===== config.mk =====
export PLATFORM = sky130hd
export DESIGN_NAME = pal_sync_gen
export DESIGN_NICKNAME = d
export VERILOG_FILES = /design/src/rtl/pal_sync_pkg.sv /design/src/rtl/pal_sync_ctrl.sv /design/src/rtl/pal_sync_seq.sv /design/src/rtl/pal_sync_dp.sv /design/src/rtl/pal_sync_gen.sv
export SDC_FILE = /design/constraint.sdc
export NUM_CORES = 1
export LEC_CHECK = 0
export ABC_AREA = 1
export BUFFER_PORTS_ARGS = -buffer_cell sky130_fd_sc_hd__buf_2
export CORE_UTILIZATION = 59
export DETAILED_ROUTE_END_ITERATION = 16
export HOLD_SLACK_MARGIN = 0.05
export PLACE_DENSITY_LB_ADDON = 0.25
export SLEW_MARGIN = 25
export SYNTH_ARGS = -nofsm -noshare
export SYNTH_HDL_FRONTEND = slang
export SYNTH_SLANG_ARGS = --single-unit

===== constraint.sdc =====
create_clock -name clk -period 4.5 [get_ports clk]
set_input_delay 0.45 -clock clk [delete_from_list [all_inputs] [get_ports clk]]
set_output_delay 0.45 -clock clk [all_outputs]
set_load 0.02 [all_outputs]

===== src/rtl/pal_sync_pkg.sv =====
package pal_sync_pkg;

  typedef struct packed {
    logic halfEnd;
    logic fetch;
    logic actHit;
  } sync_strobe_t;

  typedef enum logic [1:0] {
    KIND_BROAD,
    KIND_EQUAL,
    KIND_NORMAL
  } half_kind_t;

endpackage


===== src/rtl/pal_sync_ctrl.sv =====
module pal_sync_ctrl
  import pal_sync_pkg::*;
#(
  parameter int HALF_CYCLES = 512,
  parameter int FETCH_AT    = 128,
  parameter int ACT_AT      = 219,
  parameter int CW          = $clog2(HALF_CYCLES)
) (
  input  logic          clk,
  input  logic          rst,
  output logic [CW-1:0] cyc,
  output sync_strobe_t  strb
);

  localparam logic [CW-1:0] LastCyc  = CW'(HALF_CYCLES - 1);
  localparam logic [CW-1:0] FetchCyc = CW'(FETCH_AT);
  localparam logic [CW-1:0] ActCyc   = CW'(ACT_AT);

  always_ff @(posedge clk) begin
    if (rst)               cyc <= '0;
    else if (strb.halfEnd) cyc <= '0;
    else                   cyc <= cyc + 1'b1;
  end

  always_comb begin
    strb.halfEnd = (cyc == LastCyc);
    strb.fetch   = (cyc == FetchCyc);
    strb.actHit  = (cyc == ActCyc);
  end

endmodule


===== src/rtl/pal_sync_seq.sv =====
module pal_sync_seq
  import pal_sync_pkg::*;
#(
  parameter int HALVES   = 1250,
  parameter int VBLK     = 5,
  parameter int NORMAL_W = 75,
  parameter int EQ_W     = 38,
  parameter int BROAD_W  = 437,
  parameter int CW       = 9,
  parameter int HW       = $clog2(HALVES)
) (
  input  logic [HW-1:0] idx,
  output logic [CW-1:0] width
);

  localparam int FIELD = HALVES / 2;
  localparam logic [HW-1:0] FieldLen  = HW'(FIELD);
  localparam logic [HW-1:0] BroadEnd  = HW'(VBLK);
  localparam logic [HW-1:0] PostEnd   = HW'(2 * VBLK);
  localparam logic [HW-1:0] PreStart  = HW'(FIELD - VBLK);

  logic [HW-1:0] k;
  half_kind_t    kind;

  always_comb begin
    k = (idx >= FieldLen) ? idx - FieldLen : idx;
    if (k < BroadEnd)       kind = KIND_BROAD;
    else if (k < PostEnd)   kind = KIND_EQUAL;
    else if (k >= PreStart) kind = KIND_EQUAL;
    else                    kind = KIND_NORMAL;
    case (kind)
      KIND_BROAD: width = CW'(BROAD_W);
      KIND_EQUAL: width = CW'(EQ_W);
      default:    width = idx[0] ? '0 : CW'(NORMAL_W);
    endcase
  end

endmodule


===== src/rtl/pal_sync_dp.sv =====
module pal_sync_dp
  import pal_sync_pkg::*;
#(
  parameter int HALVES   = 1250,
  parameter int NORMAL_W = 75,
  parameter int CW       = 9,
  parameter int HW       = $clog2(HALVES),
  parameter int LW       = $clog2(HALVES / 2)
) (
  input  logic          clk,
  input  logic          rst,
  input  logic [CW-1:0] cyc,
  input  sync_strobe_t  strb,
  input  logic [CW-1:0] nextWidth,
  output logic [HW-1:0] lookupIdx,
  output logic          syncN,
  output logic [HW-1:0] halfIdx,
  output logic [LW-1:0] lineNum,
  output logic          fieldOdd,
  output logic          activeStart
);

  localparam logic [HW-1:0] LastHalf  = HW'(HALVES - 1);
  localparam logic [HW-1:0] FieldLast = HW'(HALVES / 2 - 1);

  logic [CW-1:0] preloadW;
  logic [CW-1:0] activeW;
  logic          wrapHalf;

  assign wrapHalf  = (halfIdx == LastHalf);
  assign lookupIdx = rst ? '0 : (wrapHalf ? '0 : halfIdx + 1'b1);

  always_ff @(posedge clk) begin
    if (rst) begin
      halfIdx  <= '0;
      lineNum  <= '0;
      fieldOdd <= 1'b0;
      preloadW <= nextWidth;
      activeW  <= nextWidth;
    end else begin
      if (strb.fetch) preloadW <= nextWidth;
      if (strb.halfEnd) begin
        activeW <= preloadW;
        halfIdx <= wrapHalf ? '0 : halfIdx + 1'b1;
        if (wrapHalf)        lineNum <= '0;
        else if (halfIdx[0]) lineNum <= lineNum + 1'b1;
        if (wrapHalf || halfIdx == FieldLast) fieldOdd <= ~fieldOdd;
      end
    end
  end

  assign syncN       = (cyc >= activeW);
  assign activeStart = strb.actHit && (activeW == CW'(NORMAL_W));

endmodule


===== src/rtl/pal_sync_gen.sv =====
module pal_sync_gen
  import pal_sync_pkg::*;
#(
  parameter int HALF_CYCLES = 512,
  parameter int HALVES      = 1250,
  parameter int FETCH_AT    = 128,
  parameter int ACT_AT      = 219,
  parameter int NORMAL_W    = 75,
  parameter int EQ_W        = 38,
  parameter int BROAD_W     = 437,
  parameter int VBLK        = 5,
  localparam int CW         = $clog2(HALF_CYCLES),
  localparam int HW         = $clog2(HALVES),
  localparam int LW         = $clog2(HALVES / 2)
) (
  input  logic          clk,
  input  logic          rst,
  output logic          syncN,
  output logic [HW-1:0] halfIdx,
  output logic [LW-1:0] lineNum,
  output logic          fieldOdd,
  output logic          activeStart
);

  logic [CW-1:0] cyc;
  sync_strobe_t  strb;
  logic [HW-1:0] lookupIdx;
  logic [CW-1:0] nextWidth;

  pal_sync_ctrl #(
    .HALF_CYCLES(HALF_CYCLES), .FETCH_AT(FETCH_AT), .ACT_AT(ACT_AT), .CW(CW)
  ) u_ctrl (
    .clk(clk), .rst(rst), .cyc(cyc), .strb(strb)
  );

  pal_sync_seq #(
    .HALVES(HALVES), .VBLK(VBLK), .NORMAL_W(NORMAL_W), .EQ_W(EQ_W),
    .BROAD_W(BROAD_W), .CW(CW), .HW(HW)
  ) u_seq (
    .idx(lookupIdx), .width(nextWidth)
  );

  pal_sync_dp #(
    .HALVES(HALVES), .NORMAL_W(NORMAL_W), .CW(CW), .HW(HW), .LW(LW)
  ) u_dp (
    .clk(clk), .rst(rst), .cyc(cyc), .strb(strb), .nextWidth(nextWidth),
    .lookupIdx(lookupIdx), .syncN(syncN), .halfIdx(halfIdx),
    .lineNum(lineNum), .fieldOdd(fieldOdd), .activeStart(activeStart)
  );

endmodule


==> summary.md <==
| Metric | Value |
|---|---|
| Seq/Total Area, Yosys | `between 30% and 40%` |
| Worst Skew | `roughly 0.0066 ns` |
| Layout cell share with drive strength beyond 1 | `between 10% and 20%` |
| Hold_sp | `u_ctrl.cyc[0]$_SDFF_PP0_` |
| Clock Tree Buf Depth | `2` |
| Fin crit share | `between 70% and 80%` |
| FF-to-FF Start | `u_dp.halfIdx[0]$_SDFFE_PP0P_` |
| Post-synthesis net count | `between 400 and 500` |
| Vias in the first global route | `between 2000 and 3000` |
| Final cell count without fillers | `about 540` |
| Final #Nets | `493` |
| Syn Area/Cell | `between 6 and 7 um^2` |
| Fin Setup TNS | `0 ns` |
| FP Rows | `25` |
| HPWL Detailed | `roughly 5400 um` |
| Max Cap Viol | `0` |
| Util after Layout | `between 60% and 70%` |
| Endpoints failing hold | `0` |
| Drt pass-1 iters | `5` |
| Yosys warns | `0` |
| Maximum vdd drop | `between 0.1 and 0.15 mV` |
| Total gr overflow | `0` |
| First-pass GRT wire length | `roughly 12000 um` |
| First DRT Iteration DRCs | `about 240` |
| CP cell instances | `ha_1 > inv_1 > nor2_2 > nand3_2 > nand3_1 > ha_1 > nand3_1 > nand2_1 > xor2_1 > nand3_1 > nand2_1 > nand3_1 > nor3_1 > nand3_1 > nand2_1 > nand2_1` |
| RSZ-0062 raised after global routing | `false` |
| CTS tree | `done` |
| Arrival time of the worst setup path | `around 3.3 ns` |
| Vias | `3041` |
| Synth top cells by count | `nand2_1 (96), inv_1 (67), nor2_1 (47), nand3_1 (42), dfxtp_1 (31)` |
| Fin. max-slew vios | `0` |
| Setup crit end kind | `flip-flop` |
| Pwr/cell area | `about 220 mW/mm^2` |
| Via/cell ratio | `around 5.6` |
| Count leader, synth | `nand2_1` |
| Later-pin clock latency in the skew report | `~0.30 ns` |
| Drc violations | `0` |
| Largest net degree at the start of global routing | `21` |
| Number of synthesized register bits | `just over 40` |
| Slew Limit Headroom | `about 48%` |
| CP startpoint | `u_dp.halfIdx[0]$_SDFFE_PP0P_` |
| Synth top area cells | `dfxtp_1 (20%), nand2_1 (12%), edfxtp_1 (9.8%), inv_1 (8.2%), ha_1 (7.4%)` |
| Min Tclk post-route | `3.23 ns` |
| WP buf/inv | `1` |
| # setup viols final | `0` |
| Cts hold-fix bufs | `0` |
| Clock slew at reported path FFs | `about 0.09 ns` |
| Most Frequent Cell on Critical Path | `nand3_1` |
| Antenna Nets Post-Route | `0` |
| Die Area | `around 0.0055 mm^2` |
| CTS Buf Count | `5` |
| Core outline area | `between 0.004 and 0.005 mm^2` |
| Leak | `between 1.5 and 2 nW` |
| Synth Flop Type | `dfxtp_1` |
| Status | `completed` |
| Layout area overhead | `9.65%` |
| RD Place Congestion | `approximately 1.0` |
| Initial antenna violation count | `0` |
| Crit-path leading delay family | `simple AND/OR/NAND/NOR gates` |
| DRT Wirelength | `7280 um` |
| # IOs | `26` |
| Placed Instances | `around 530` |
| Root Buffer | `clkbuf_8` |
| # clock sinks | `41` |
| Post-Syn Instances | `446` |
| Post-synthesis async set-or-reset flop share | `0%` |
| CTS resizes | `0` |
| Crit Path Class | `reg -> reg` |
| Crit-path slowest cell | `dfxtp_1` |
| Hold Slack | `between 0.4 and 0.5 ns` |
| Biggest area consumer among synthesized cells | `dfxtp_1` |
| Diode count | `0` |
| Startpoint class of the critical path | `flip-flop` |
| Post-CTS Setup Bufs | `0` |
| Fmax | `around 310 MHz` |
| Port Buffers | `25` |
| Die Wd | `approximately 74 um` |
| Synth top area share | `between 20% and 30%` |
| Measured slew at the worst slew-check pin | `~0.78 ns` |
| Cell area after synthesis | `about 0.0031 mm^2` |
| H-tree depth | `2` |
| Worst Hold Class | `reg -> reg` |
| Crit Path Max Fanout | `11` |
| Crit-path max cell delay | `between 0.4 and 0.5 ns` |
| Gr usage total | `approximately 28%` |
| Synth cell types | `37` |
| WP data required | `~4.6 ns` |
| Starting Density | `approximately 63%` |
| Die height | `74.0 um` |
| EDFF count, synth | `10` |
| Routed WL per cell | `13.5 um` |
final cells by class:
type,instances,area [um^2]
multi-input cells,324,1820
fillers,404,1490
flip-flops and latches,41,921
inverters,76,285
repair buffers,25,125
well taps,67,83.8
clock buffers,5,68.8
clock inverters,3,46.3
sequential cells by signal, indices dropped and copies added (netlist names):
| signal | cells |
|---|---|
| u_dp.activeW | 5 |
| u_dp.preloadW | 5 |
| u_dp.lineNum | 10 |
| u_dp.halfIdx | 11 |
| u_dp.fieldOdd | 1 |
| u_ctrl.cyc | 9 |
cell families after synthesis:
kind of cell               synth area share, %
DFF                                       30.1
AOI/OAI and AO/OA                         8.59
buffers and inverters                     10.3
and+or+nand+nor                           42.0
adders and majority gates                 7.36
xor gates and xnor gates                  1.72
through the flow:
step                      setup WS (ns)  area (um^2)  total power [mW]
after CTS                          1.29         3350             0.726
after global placement             1.40         3240             0.424
after floorplan                    1.76         3060             0.418
final                              1.27         3350             0.723
after global routing              0.942         3350             0.743
after detailed placement           1.31         3240             0.426
routing by layer:
metal  up-vias  wire, um  GRT usage, %  part of all wire [%]
li1       1506         -             -                     -
met1      1376      3110          37.6                    43
met2       143      3450          46.9                    47
met3        16       581          5.01                   8.0
met4         0       145          10.0                   2.0
met5         -         0             0                     0
path summary, 6_finish.rpt:
kind | depth (start not counted) | to | slack [ns]
max | 16 | u_dp.preloadW[1]$_DFFE_PP_ | 1.27
min | 1 | u_ctrl.cyc[0]$_SDFF_PP0_ | 0.47
max reg2reg | 16 | u_dp.preloadW[1]$_DFFE_PP_ | 1.27
min reg2reg | 1 | u_ctrl.cyc[0]$_SDFF_PP0_ | 0.47
where the power goes:
part / leakage, nW / switching, mW / total (mW) / internal, mW
Sequential: 0.332 / 0.00296 / 0.383 / 0.380
Combinational: 1.22 / 0.0250 / 0.0353 / 0.0102
Clock: 0.0543 / 0.139 / 0.305 / 0.166
Total: 1.60 / 0.167 / 0.723 / 0.556
cell usage in the layout (no fill, tap or decap), types with 9 or more instances in the layout:
cell type / Yosys / layout
nand4_1: 11 / 11
nor2_2: 9 / 9
a22oi_1: 10 / 10
nor2_1: 47 / 47
nand3_1: 42 / 42
buf_2: 2 / 25
inv_1: 67 / 67
nand2_1: 96 / 96
dfxtp_1: 31 / 31
a21oi_1: 13 / 13
nor3_1: 11 / 11
inv_2: 9 / 9
edfxtp_1: 10 / 10
ha_1: 18 / 18
nand2_2: 15 / 15
(Power assumes the default switching activity.)
